[config.mk]
export PLATFORM = sky130hd
export DESIGN_NAME = i2c_sym_engine
export DESIGN_NICKNAME = d
export VERILOG_FILES = /design/src/rtl/i2c_sym_pkg.sv /design/src/rtl/i2c_sym_tick.sv /design/src/rtl/i2c_sym_steps.sv /design/src/rtl/i2c_sym_shreg.sv /design/src/rtl/i2c_sym_engine.sv
export SDC_FILE = /design/constraint.sdc
export NUM_CORES = 1
export LEC_CHECK = 0
export ABC_AREA = 1
export BUFFER_PORTS_ARGS = -buffer_cell sky130_fd_sc_hd__buf_2
export CORE_MARGIN = 2
export CORE_UTILIZATION = 50
export CTS_CLUSTER_SIZE = 16
export DETAILED_ROUTE_END_ITERATION = 12
export PLACE_DENSITY = 0.78
export SETUP_SLACK_MARGIN = 0.3
export SLEW_MARGIN = 20
export SYNTH_ARGS = -nofsm -noshare
export SYNTH_HDL_FRONTEND = slang
export SYNTH_SLANG_ARGS = --single-unit
[constraint.sdc]
create_clock -name clk_i -period 3.38 [get_ports clk_i]
set_input_delay 0.338 -clock clk_i [delete_from_list [all_inputs] [get_ports clk_i]]
set_output_delay 0.338 -clock clk_i [all_outputs]
set_load 0.01 [all_outputs]
[src/rtl/i2c_sym_pkg.sv]
package i2c_sym_pkg;

  typedef enum logic [2:0] {
    OP_START   = 3'd0,
    OP_STOP    = 3'd1,
    OP_WRITE   = 3'd2,
    OP_READ    = 3'd3,
    OP_RECOVER = 3'd4
  } op_e;

  // One unit-boundary action
  typedef struct packed {
    logic scl_set;
    logic scl_val;
    logic sda_set;
    logic sda_val;
    logic sda_tx;   // drive next data bit
    logic sample;   // capture sda_i
    logic last;     // command ends here
  } act_t;

endpackage

[src/rtl/i2c_sym_tick.sv]
module i2c_sym_tick #(
  parameter int DIV_W = 8
) (
  input  logic             clk_i,
  input  logic             rst_ni,
  input  logic             run_i,
  input  logic             load_i,
  input  logic [DIV_W-1:0] reload_i,
  output logic             tick_o
);

  logic [DIV_W-1:0] cnt_q;

  always_ff @(posedge clk_i or negedge rst_ni) begin
    if (!rst_ni)      cnt_q <= '0;
    else if (load_i)  cnt_q <= reload_i;
    else if (run_i)   cnt_q <= (cnt_q == '0) ? reload_i : cnt_q - 1'b1;
  end

  assign tick_o = run_i && (cnt_q == '0);

endmodule

[src/rtl/i2c_sym_steps.sv]
module i2c_sym_steps
  import i2c_sym_pkg::*;
#(
  parameter int DATA_W   = 8,
  parameter int REC_CLKS = 9,
  parameter int STEP_W   = 6
) (
  input  op_e               op_i,
  input  logic [STEP_W-1:0] step_i,
  input  logic              ack_lvl_i,
  output act_t              act_o
);

  localparam logic [STEP_W-1:0] WA0 = STEP_W'(4*DATA_W);
  localparam logic [STEP_W-1:0] WA1 = STEP_W'(4*DATA_W+1);
  localparam logic [STEP_W-1:0] WA2 = STEP_W'(4*DATA_W+2);
  localparam logic [STEP_W-1:0] WA4 = STEP_W'(4*DATA_W+4);
  localparam logic [STEP_W-1:0] RA0 = STEP_W'(3*DATA_W);
  localparam logic [STEP_W-1:0] RA1 = STEP_W'(3*DATA_W+1);
  localparam logic [STEP_W-1:0] RA2 = STEP_W'(3*DATA_W+2);
  localparam logic [STEP_W-1:0] RA4 = STEP_W'(3*DATA_W+4);
  localparam logic [STEP_W-1:0] RA5 = STEP_W'(3*DATA_W+5);
  localparam logic [STEP_W-1:0] RC0 = STEP_W'(1+4*REC_CLKS);
  localparam logic [STEP_W-1:0] RC1 = STEP_W'(2+4*REC_CLKS);
  localparam logic [STEP_W-1:0] RC2 = STEP_W'(3+4*REC_CLKS);
  localparam logic [STEP_W-1:0] RC3 = STEP_W'(4+4*REC_CLKS);
  localparam logic [STEP_W-1:0] THREE = STEP_W'(3);

  logic [STEP_W-1:0] rd_ph;
  logic [1:0]        rc_ph;

  assign rd_ph = step_i % THREE;
  assign rc_ph = step_i[1:0] - 2'd1;

  always_comb begin
    act_o = '0;
    case (op_i)
      OP_START: begin
        if (step_i == 0)      begin act_o.sda_set = 1'b1; act_o.sda_val = 1'b1; end
        else if (step_i == 1) begin act_o.scl_set = 1'b1; act_o.scl_val = 1'b1; end
        else if (step_i == 2) begin act_o.sda_set = 1'b1; act_o.sda_val = 1'b0; end
        else                        act_o.last = 1'b1;
      end
      OP_STOP: begin
        if (step_i == 0)      begin act_o.scl_set = 1'b1; act_o.scl_val = 1'b0; end
        else if (step_i == 1) begin act_o.sda_set = 1'b1; act_o.sda_val = 1'b0; end
        else if (step_i == 2) begin act_o.scl_set = 1'b1; act_o.scl_val = 1'b1; end
        else if (step_i == 3) begin act_o.sda_set = 1'b1; act_o.sda_val = 1'b1; end
        else                        act_o.last = 1'b1;
      end
      OP_WRITE: begin
        if (step_i < WA0) begin
          case (step_i[1:0])
            2'd0:    begin act_o.scl_set = 1'b1; act_o.scl_val = 1'b0; end
            2'd1:          act_o.sda_tx  = 1'b1;
            2'd2:    begin act_o.scl_set = 1'b1; act_o.scl_val = 1'b1; end
            default: ;
          endcase
        end
        else if (step_i == WA0) begin act_o.scl_set = 1'b1; act_o.scl_val = 1'b0; end
        else if (step_i == WA1) begin act_o.sda_set = 1'b1; act_o.sda_val = 1'b1; end
        else if (step_i == WA2) begin act_o.scl_set = 1'b1; act_o.scl_val = 1'b1; end
        else if (step_i == WA4) begin
          act_o.scl_set = 1'b1; act_o.scl_val = 1'b0; act_o.sample = 1'b1;
        end
        else if (step_i > WA4) act_o.last = 1'b1;
      end
      OP_READ: begin
        if (step_i < RA0) begin
          if (rd_ph == 0) begin
            act_o.scl_set = 1'b1; act_o.scl_val = 1'b0;
            act_o.sda_set = 1'b1; act_o.sda_val = 1'b1;
          end
          else if (rd_ph == 1) begin act_o.scl_set = 1'b1; act_o.scl_val = 1'b1; end
          else act_o.sample = 1'b1;
        end
        else if (step_i == RA0) begin act_o.scl_set = 1'b1; act_o.scl_val = 1'b0; end
        else if (step_i == RA1) begin act_o.sda_set = 1'b1; act_o.sda_val = ack_lvl_i; end
        else if (step_i == RA2) begin act_o.scl_set = 1'b1; act_o.scl_val = 1'b1; end
        else if (step_i == RA4) begin act_o.scl_set = 1'b1; act_o.scl_val = 1'b0; end
        else if (step_i >= RA5) act_o.last = 1'b1;
      end
      OP_RECOVER: begin
        if (step_i == 0) begin
          act_o.scl_set = 1'b1; act_o.scl_val = 1'b1;
          act_o.sda_set = 1'b1; act_o.sda_val = 1'b1;
        end
        else if (step_i < RC0) begin
          if (rc_ph == 2'd0)      begin act_o.scl_set = 1'b1; act_o.scl_val = 1'b0; end
          else if (rc_ph == 2'd2) begin act_o.scl_set = 1'b1; act_o.scl_val = 1'b1; end
        end
        else if (step_i == RC0) begin act_o.scl_set = 1'b1; act_o.scl_val = 1'b0; end
        else if (step_i == RC1) begin act_o.sda_set = 1'b1; act_o.sda_val = 1'b0; end
        else if (step_i == RC2) begin act_o.scl_set = 1'b1; act_o.scl_val = 1'b1; end
        else if (step_i == RC3) begin act_o.sda_set = 1'b1; act_o.sda_val = 1'b1; end
        else                          act_o.last = 1'b1;
      end
      default: act_o.last = 1'b1;
    endcase
  end

endmodule

[src/rtl/i2c_sym_shreg.sv]
module i2c_sym_shreg #(
  parameter int DATA_W = 8
) (
  input  logic              clk_i,
  input  logic              rst_ni,
  input  logic              load_i,
  input  logic [DATA_W-1:0] load_val_i,
  input  logic              shl_i,
  input  logic              shin_i,
  input  logic              sda_i,
  output logic [DATA_W-1:0] q_o,
  output logic              msb_o
);

  logic [DATA_W-1:0] sh_q;

  always_ff @(posedge clk_i or negedge rst_ni) begin
    if (!rst_ni)      sh_q <= '0;
    else if (load_i)  sh_q <= load_val_i;
    else if (shl_i)   sh_q <= {sh_q[DATA_W-2:0], 1'b0};
    else if (shin_i)  sh_q <= {sh_q[DATA_W-2:0], sda_i};
  end

  assign q_o   = sh_q;
  assign msb_o = sh_q[DATA_W-1];

endmodule

[src/rtl/i2c_sym_engine.sv]
module i2c_sym_engine
  import i2c_sym_pkg::*;
#(
  parameter int DIV_W    = 8,
  parameter int DATA_W   = 8,
  parameter int REC_CLKS = 9
) (
  input  logic              clk_i,
  input  logic              rst_ni,
  input  logic              cmd_valid_i,
  input  logic [2:0]        cmd_op_i,
  input  logic [DATA_W-1:0] cmd_data_i,
  input  logic              cmd_ack_i,
  input  logic [DIV_W-1:0]  div_i,
  input  logic              sda_i,
  output logic              scl_o,
  output logic              sda_oe_o,
  output logic              sda_o,
  output logic [DATA_W-1:0] rx_byte_o,
  output logic              ack_o,
  output logic              busy_o,
  output logic              done_o
);

  localparam int WR_LAST  = 4*DATA_W + 5;
  localparam int RC_LAST  = 4*REC_CLKS + 5;
  localparam int MAX_STEP = (WR_LAST > RC_LAST) ? WR_LAST : RC_LAST;
  localparam int STEP_W   = $clog2(MAX_STEP + 1);

  logic              busy_q, done_q, scl_q, sda_q, ack_q, ack_lvl_q;
  op_e               op_q;
  logic [STEP_W-1:0] step_q;
  logic              tick, accept, op_ok, tx_bit;
  act_t              act;

  assign op_ok  = (cmd_op_i <= 3'd4);
  assign accept = cmd_valid_i && !busy_q && op_ok;

  i2c_sym_tick #(.DIV_W(DIV_W)) u_tick (
    .clk_i    (clk_i),
    .rst_ni   (rst_ni),
    .run_i    (busy_q),
    .load_i   (accept),
    .reload_i (div_i),
    .tick_o   (tick)
  );

  i2c_sym_steps #(.DATA_W(DATA_W), .REC_CLKS(REC_CLKS), .STEP_W(STEP_W)) u_steps (
    .op_i      (op_q),
    .step_i    (step_q),
    .ack_lvl_i (ack_lvl_q),
    .act_o     (act)
  );

  i2c_sym_shreg #(.DATA_W(DATA_W)) u_shreg (
    .clk_i      (clk_i),
    .rst_ni     (rst_ni),
    .load_i     (accept),
    .load_val_i ((cmd_op_i == OP_WRITE) ? cmd_data_i : '0),
    .shl_i      (tick && act.sda_tx),
    .shin_i     (tick && act.sample && (op_q == OP_READ)),
    .sda_i      (sda_i),
    .q_o        (rx_byte_o),
    .msb_o      (tx_bit)
  );

  always_ff @(posedge clk_i or negedge rst_ni) begin
    if (!rst_ni) begin
      busy_q    <= 1'b0;
      done_q    <= 1'b0;
      op_q      <= OP_START;
      step_q    <= '0;
      ack_lvl_q <= 1'b1;
      scl_q     <= 1'b1;
      sda_q     <= 1'b1;
      ack_q     <= 1'b1;
    end else begin
      done_q <= 1'b0;
      if (accept) begin
        busy_q    <= 1'b1;
        op_q      <= op_e'(cmd_op_i);
        step_q    <= '0;
        ack_lvl_q <= cmd_ack_i;
      end else if (tick) begin
        if (act.scl_set) scl_q <= act.scl_val;
        if (act.sda_set) sda_q <= act.sda_val;
        if (act.sda_tx)  sda_q <= tx_bit;
        if (act.sample && (op_q == OP_WRITE)) ack_q <= sda_i;
        if (act.last) begin
          busy_q <= 1'b0;
          done_q <= 1'b1;
        end else begin
          step_q <= step_q + 1'b1;
        end
      end
    end
  end

  // Open drain: a 1 is a release
  assign scl_o    = scl_q;
  assign sda_oe_o = !sda_q;
  assign sda_o    = 1'b0;
  assign ack_o    = ack_q;
  assign busy_o   = busy_q;
  assign done_o   = done_q;

endmodule

==> summary.md <==
| Metric | Value |
|---|---|
| Grt ovf | `0` |
| Post-route ant nets | `0` |
| Root Buffer | `clkbuf_8` |
| Most frequent cell after synthesis | `nand2_1` |
| Combinational Power Share | `63.9%` |
| RSZ-0062 raised after global routing | `yes` |
| Initial core utilization | `52.54%` |
| Number of max-cap violations | `0` |
| Net Sw Frac | `48.59%` |
| Std cell rows | `26` |
| Rel. slew slack | `54.71%` |
| Post-synth cell types | `41` |
| Simple-gate share of the synthesized area | `42.63%` |
| CTS clk-pin slew, worst paths | `0.07 ns` |
| Final instance area | `3451 um^2` |
| Max FO, Critical Path | `8` |
| Vias per inst | `5.432` |
| Placed inst area | `2999 um^2` |
| Area growth, synth to finish | `26.98%` |
| Worst hold margin | `0.08785 ns` |
| Post-synth EDFFs | `0` |
| RR Endpoint | `u_shreg.q_o[1]` |
| Compound-cell area share of the yosys netlist | `13.77%` |
| Worst Max-Slew Pin Slew | `0.6794 ns` |
| Via count | `2993` |
| CTS tree | `yes` |
| Final Hold Vio Count | `0` |
| Hold Crit Class | `primary input to asynchronous set/reset pin` |
| 1st-iter DRT viols | `200` |
| Slowest cell on crit path | `dfrtp_2` |
| Io pins | `38` |
| Synth Area in XOR/XNOR | `0.6446%` |
| Power Internal | `1.429 mW` |
| Clock network power share | `13.7%` |
| WS Path Type | `flip-flop to flip-flop` |
| Residual DRC | `0` |
| Drt pass-1 iters | `6` |
| Largest net degree at the start of global routing | `32` |
| Yosys warning count | `0` |
| Largest cells by area after synthesis | `dfrtp_1 (25%), nand2_1 (13%), inv_1 (8.4%)` |
| Sequential-to-total area share from yosys stat | `28.73%` |
| Clock Latency Late Sink | `0.29 ns` |
| Clock Path Buffers | `2` |
| Worst setup SP type | `flip-flop` |
| PD cells | `805.3 nW/um^2` |
| Largest delay contributor family on the critical path | `simple AND/OR/NAND/NOR gates` |
| Post-Synth Adder-Cell Area | `3.683%` |
| Initial antenna violation count | `0` |
| WL per Instance | `12.97 um` |
| RD Place Congestion | `0.9065` |
| Status | `complete, no violations` |
| Crit path buf inv count | `2` |
| Synth area leader | `dfrtp_1` |
| Post-synthesis mux area share | `0%` |
| Max frequency | `0.3365 GHz` |
| Die area | `6041 um^2` |
| N_diodes | `0` |
| # nets final | `512` |
| Vias in the first global route | `2805` |
| Filler Cell Count | `444` |
| Flop2flop setup slack | `0.41 ns` |
| Core Area | `5172 um^2` |
| Final WS setup | `0.4085 ns` |
| Synth top area share | `24.86%` |
| Die H | `77.73 um` |
| Clock sink total | `31` |
| Setup TNS | `0 ns` |
| Die Wd | `77.73 um` |
| Syn avg cell area | `6.596 um^2` |
| Final HPWL DP | `4918 um` |
| Reg2Reg Depth | `24` |
| WL final | `7147 um` |
| Most frequent cells after synthesis | `nand2_1 (96), inv_1 (61), nor2_1 (42)` |
| Clock skew | `0.005362 ns` |
| Htree depth | `2` |
| CP Capture Type | `flip-flop` |
| Inserted Clock Buffers | `5` |
| Global-route wire length before repair | `12040 um` |
| Flop pwr share | `22.4%` |
| Total track usage | `24.26%` |
| Buffers on Ports | `36` |
| Synth Flop Type | `dfrtp_1` |
| VDD IR-drop max | `0.5301 mV` |
| Fin crit share | `87.91%` |
| Crit path arrival time | `3.15 ns` |
| Post-Synthesis Cell Area | `2718 um^2` |
| Origin of the critical flop-to-flop path | `step_q[4]` |
| Post-layout min period | `2.972 ns` |
| # setup viols final | `0` |
| Fraction of layout cells with a size suffix above 1 | `27.86%` |
| Flops & latches, synth | `31` |
| Pre-CTS setup slack | `0.05183 ns` |
| Max stage delay on crit path | `0.45 ns` |
| Sw Pwr | `1.350 mW` |
| Post-synth ARST share | `100.0%` |
| CP Cell Sequence | `inv_4 > nand2_4 > nand2_4 > nand3_4 > nand3_4 > inv_2 > ha_4 > nor2_8 > nand2_8 > nand2_1 > nand2_2 > ha_4 > a21oi_4 > nand3_4 > nand2_4 > nand3_2 > nor2_2 > nand2_2 > nand3_2 > nand2_2 > nand3_4 > nand2_4 > nand2_1 > nand2_1` |
| Post-Syn Instances | `412` |
| Syn nets | `444` |
| Leakage power | `1.777 nW` |
| Slew Limit Fails | `0` |
| Largest family of logic cells by synthesized area | `simple AND/OR/NAND/NOR gates` |
| WP data required | `3.56 ns` |
==> through the flow <==
step / cells / power [mW] / util, %
5_1_grt: 551 / 3.066 / 66.72
2_1_floorplan: 412 / 1.755 / -
3_3_place_gp: 518 / 2.093 / 57.98
6_report: 551 / 2.779 / 66.72
3_5_place_dp: 518 / 2.123 / 57.98
4_1_cts: 531 / 2.569 / 61.34
==> layer usage <==
layer  vias to the layer above  track usage, %  part of all wire, %
li1                       1494               -                    -
met2                       103           41.55                   49
met4                         0           12.14                  2.5
met1                      1378           29.91                   44
met5                         -               0                    0
met3                        18           3.023                  4.5
==> power groups by stage <==
stage | clock network, mW | logic [mW] | registers [mW]
global placement | 0 | 1.48 | 0.616
global route | 0.399 | 2.02 | 0.645
finish | 0.381 | 1.78 | 0.622
detailed placement | 0 | 1.51 | 0.616
CTS | 0.387 | 1.57 | 0.616
floorplan | 0 | 1.14 | 0.613
==> state kept, by name, indices dropped and copies added, names as in the netlist <==
name and flops:
ack_lvl_q 1, scl_o 1, u_tick.cnt_q 8, ack_o 1, busy_o 1, done_o 1
step_q 6, u_shreg.q_o 8, sda_q 1, op_q 3
==> cell type report <==
type	instances	area, um^2	area share [%]
inverter	65	249.0	7.215
clock buffer	6	82.58	2.393
clock inverter	2	35.03	1.015
sequential	31	784.5	22.73
tap	70	87.58	2.538
timing repair buffer	67	420.4	12.18
multi-input combinational	310	1792	51.92
==> timing repair <==
item,CTS,global route
gates resized for setup,7,32
hold buffers,0,0
buffers inserted,5,19
pin swaps,2,17
gates cloned,0,1
endpoints found under the setup margin,10,11
==> cells in the final DEF (no fill, tap or decap), types with 2 or more instances in the layout <==
cell type	n
nand3b_1	3
ha_1	5
nor4_1	2
nand2_4	9
o22ai_1	2
nor3_1	16
ha_4	2
a21oi_1	19
nor2_2	5
buf_6	2
nand2_2	10
nand3_2	7
dfstp_2	4
clkbuf_8	6
nand4_1	9
buf_4	29
nand3_1	33
nand3_4	6
inv_1	57
buf_2	36
inv_2	5
o211ai_1	5
dfrtp_2	3
inv_4	2
nand2_1	88
o21ai_0	32
dfrtp_1	24
nor2_1	40
==> worst max path at each step <==
stage               cells past startpoint  slack, ns      start              to
global route                           23       0.22  step_q[5]  u_shreg.q_o[3]
detailed placement                     24       0.05  step_q[4]  u_shreg.q_o[0]
CTS                                    24       0.30  step_q[5]  u_shreg.q_o[3]
finish                                 24       0.41  step_q[4]  u_shreg.q_o[1]
global placement                       24       0.18  step_q[4]  u_shreg.q_o[6]
floorplan                              24       0.38  step_q[4]  u_shreg.q_o[1]
==> cells by family (layout without fill, tap and decap cells) <==
| group | count (synthesis) | in the layout |
|---|---|---|
| AND/OR/NAND/NOR | 232 | 233 |
| buffers and inverters | 72 | 140 |
| AO/OA/AOI/OAI | 66 | 66 |
| flip-flops | 31 | 31 |
| adder cells (fa/ha/maj) | 8 | 8 |
| XOR/XNOR | 2 | 2 |
| other | 1 | 1 |
Note: power is estimated with default switching activity, not from simulation.
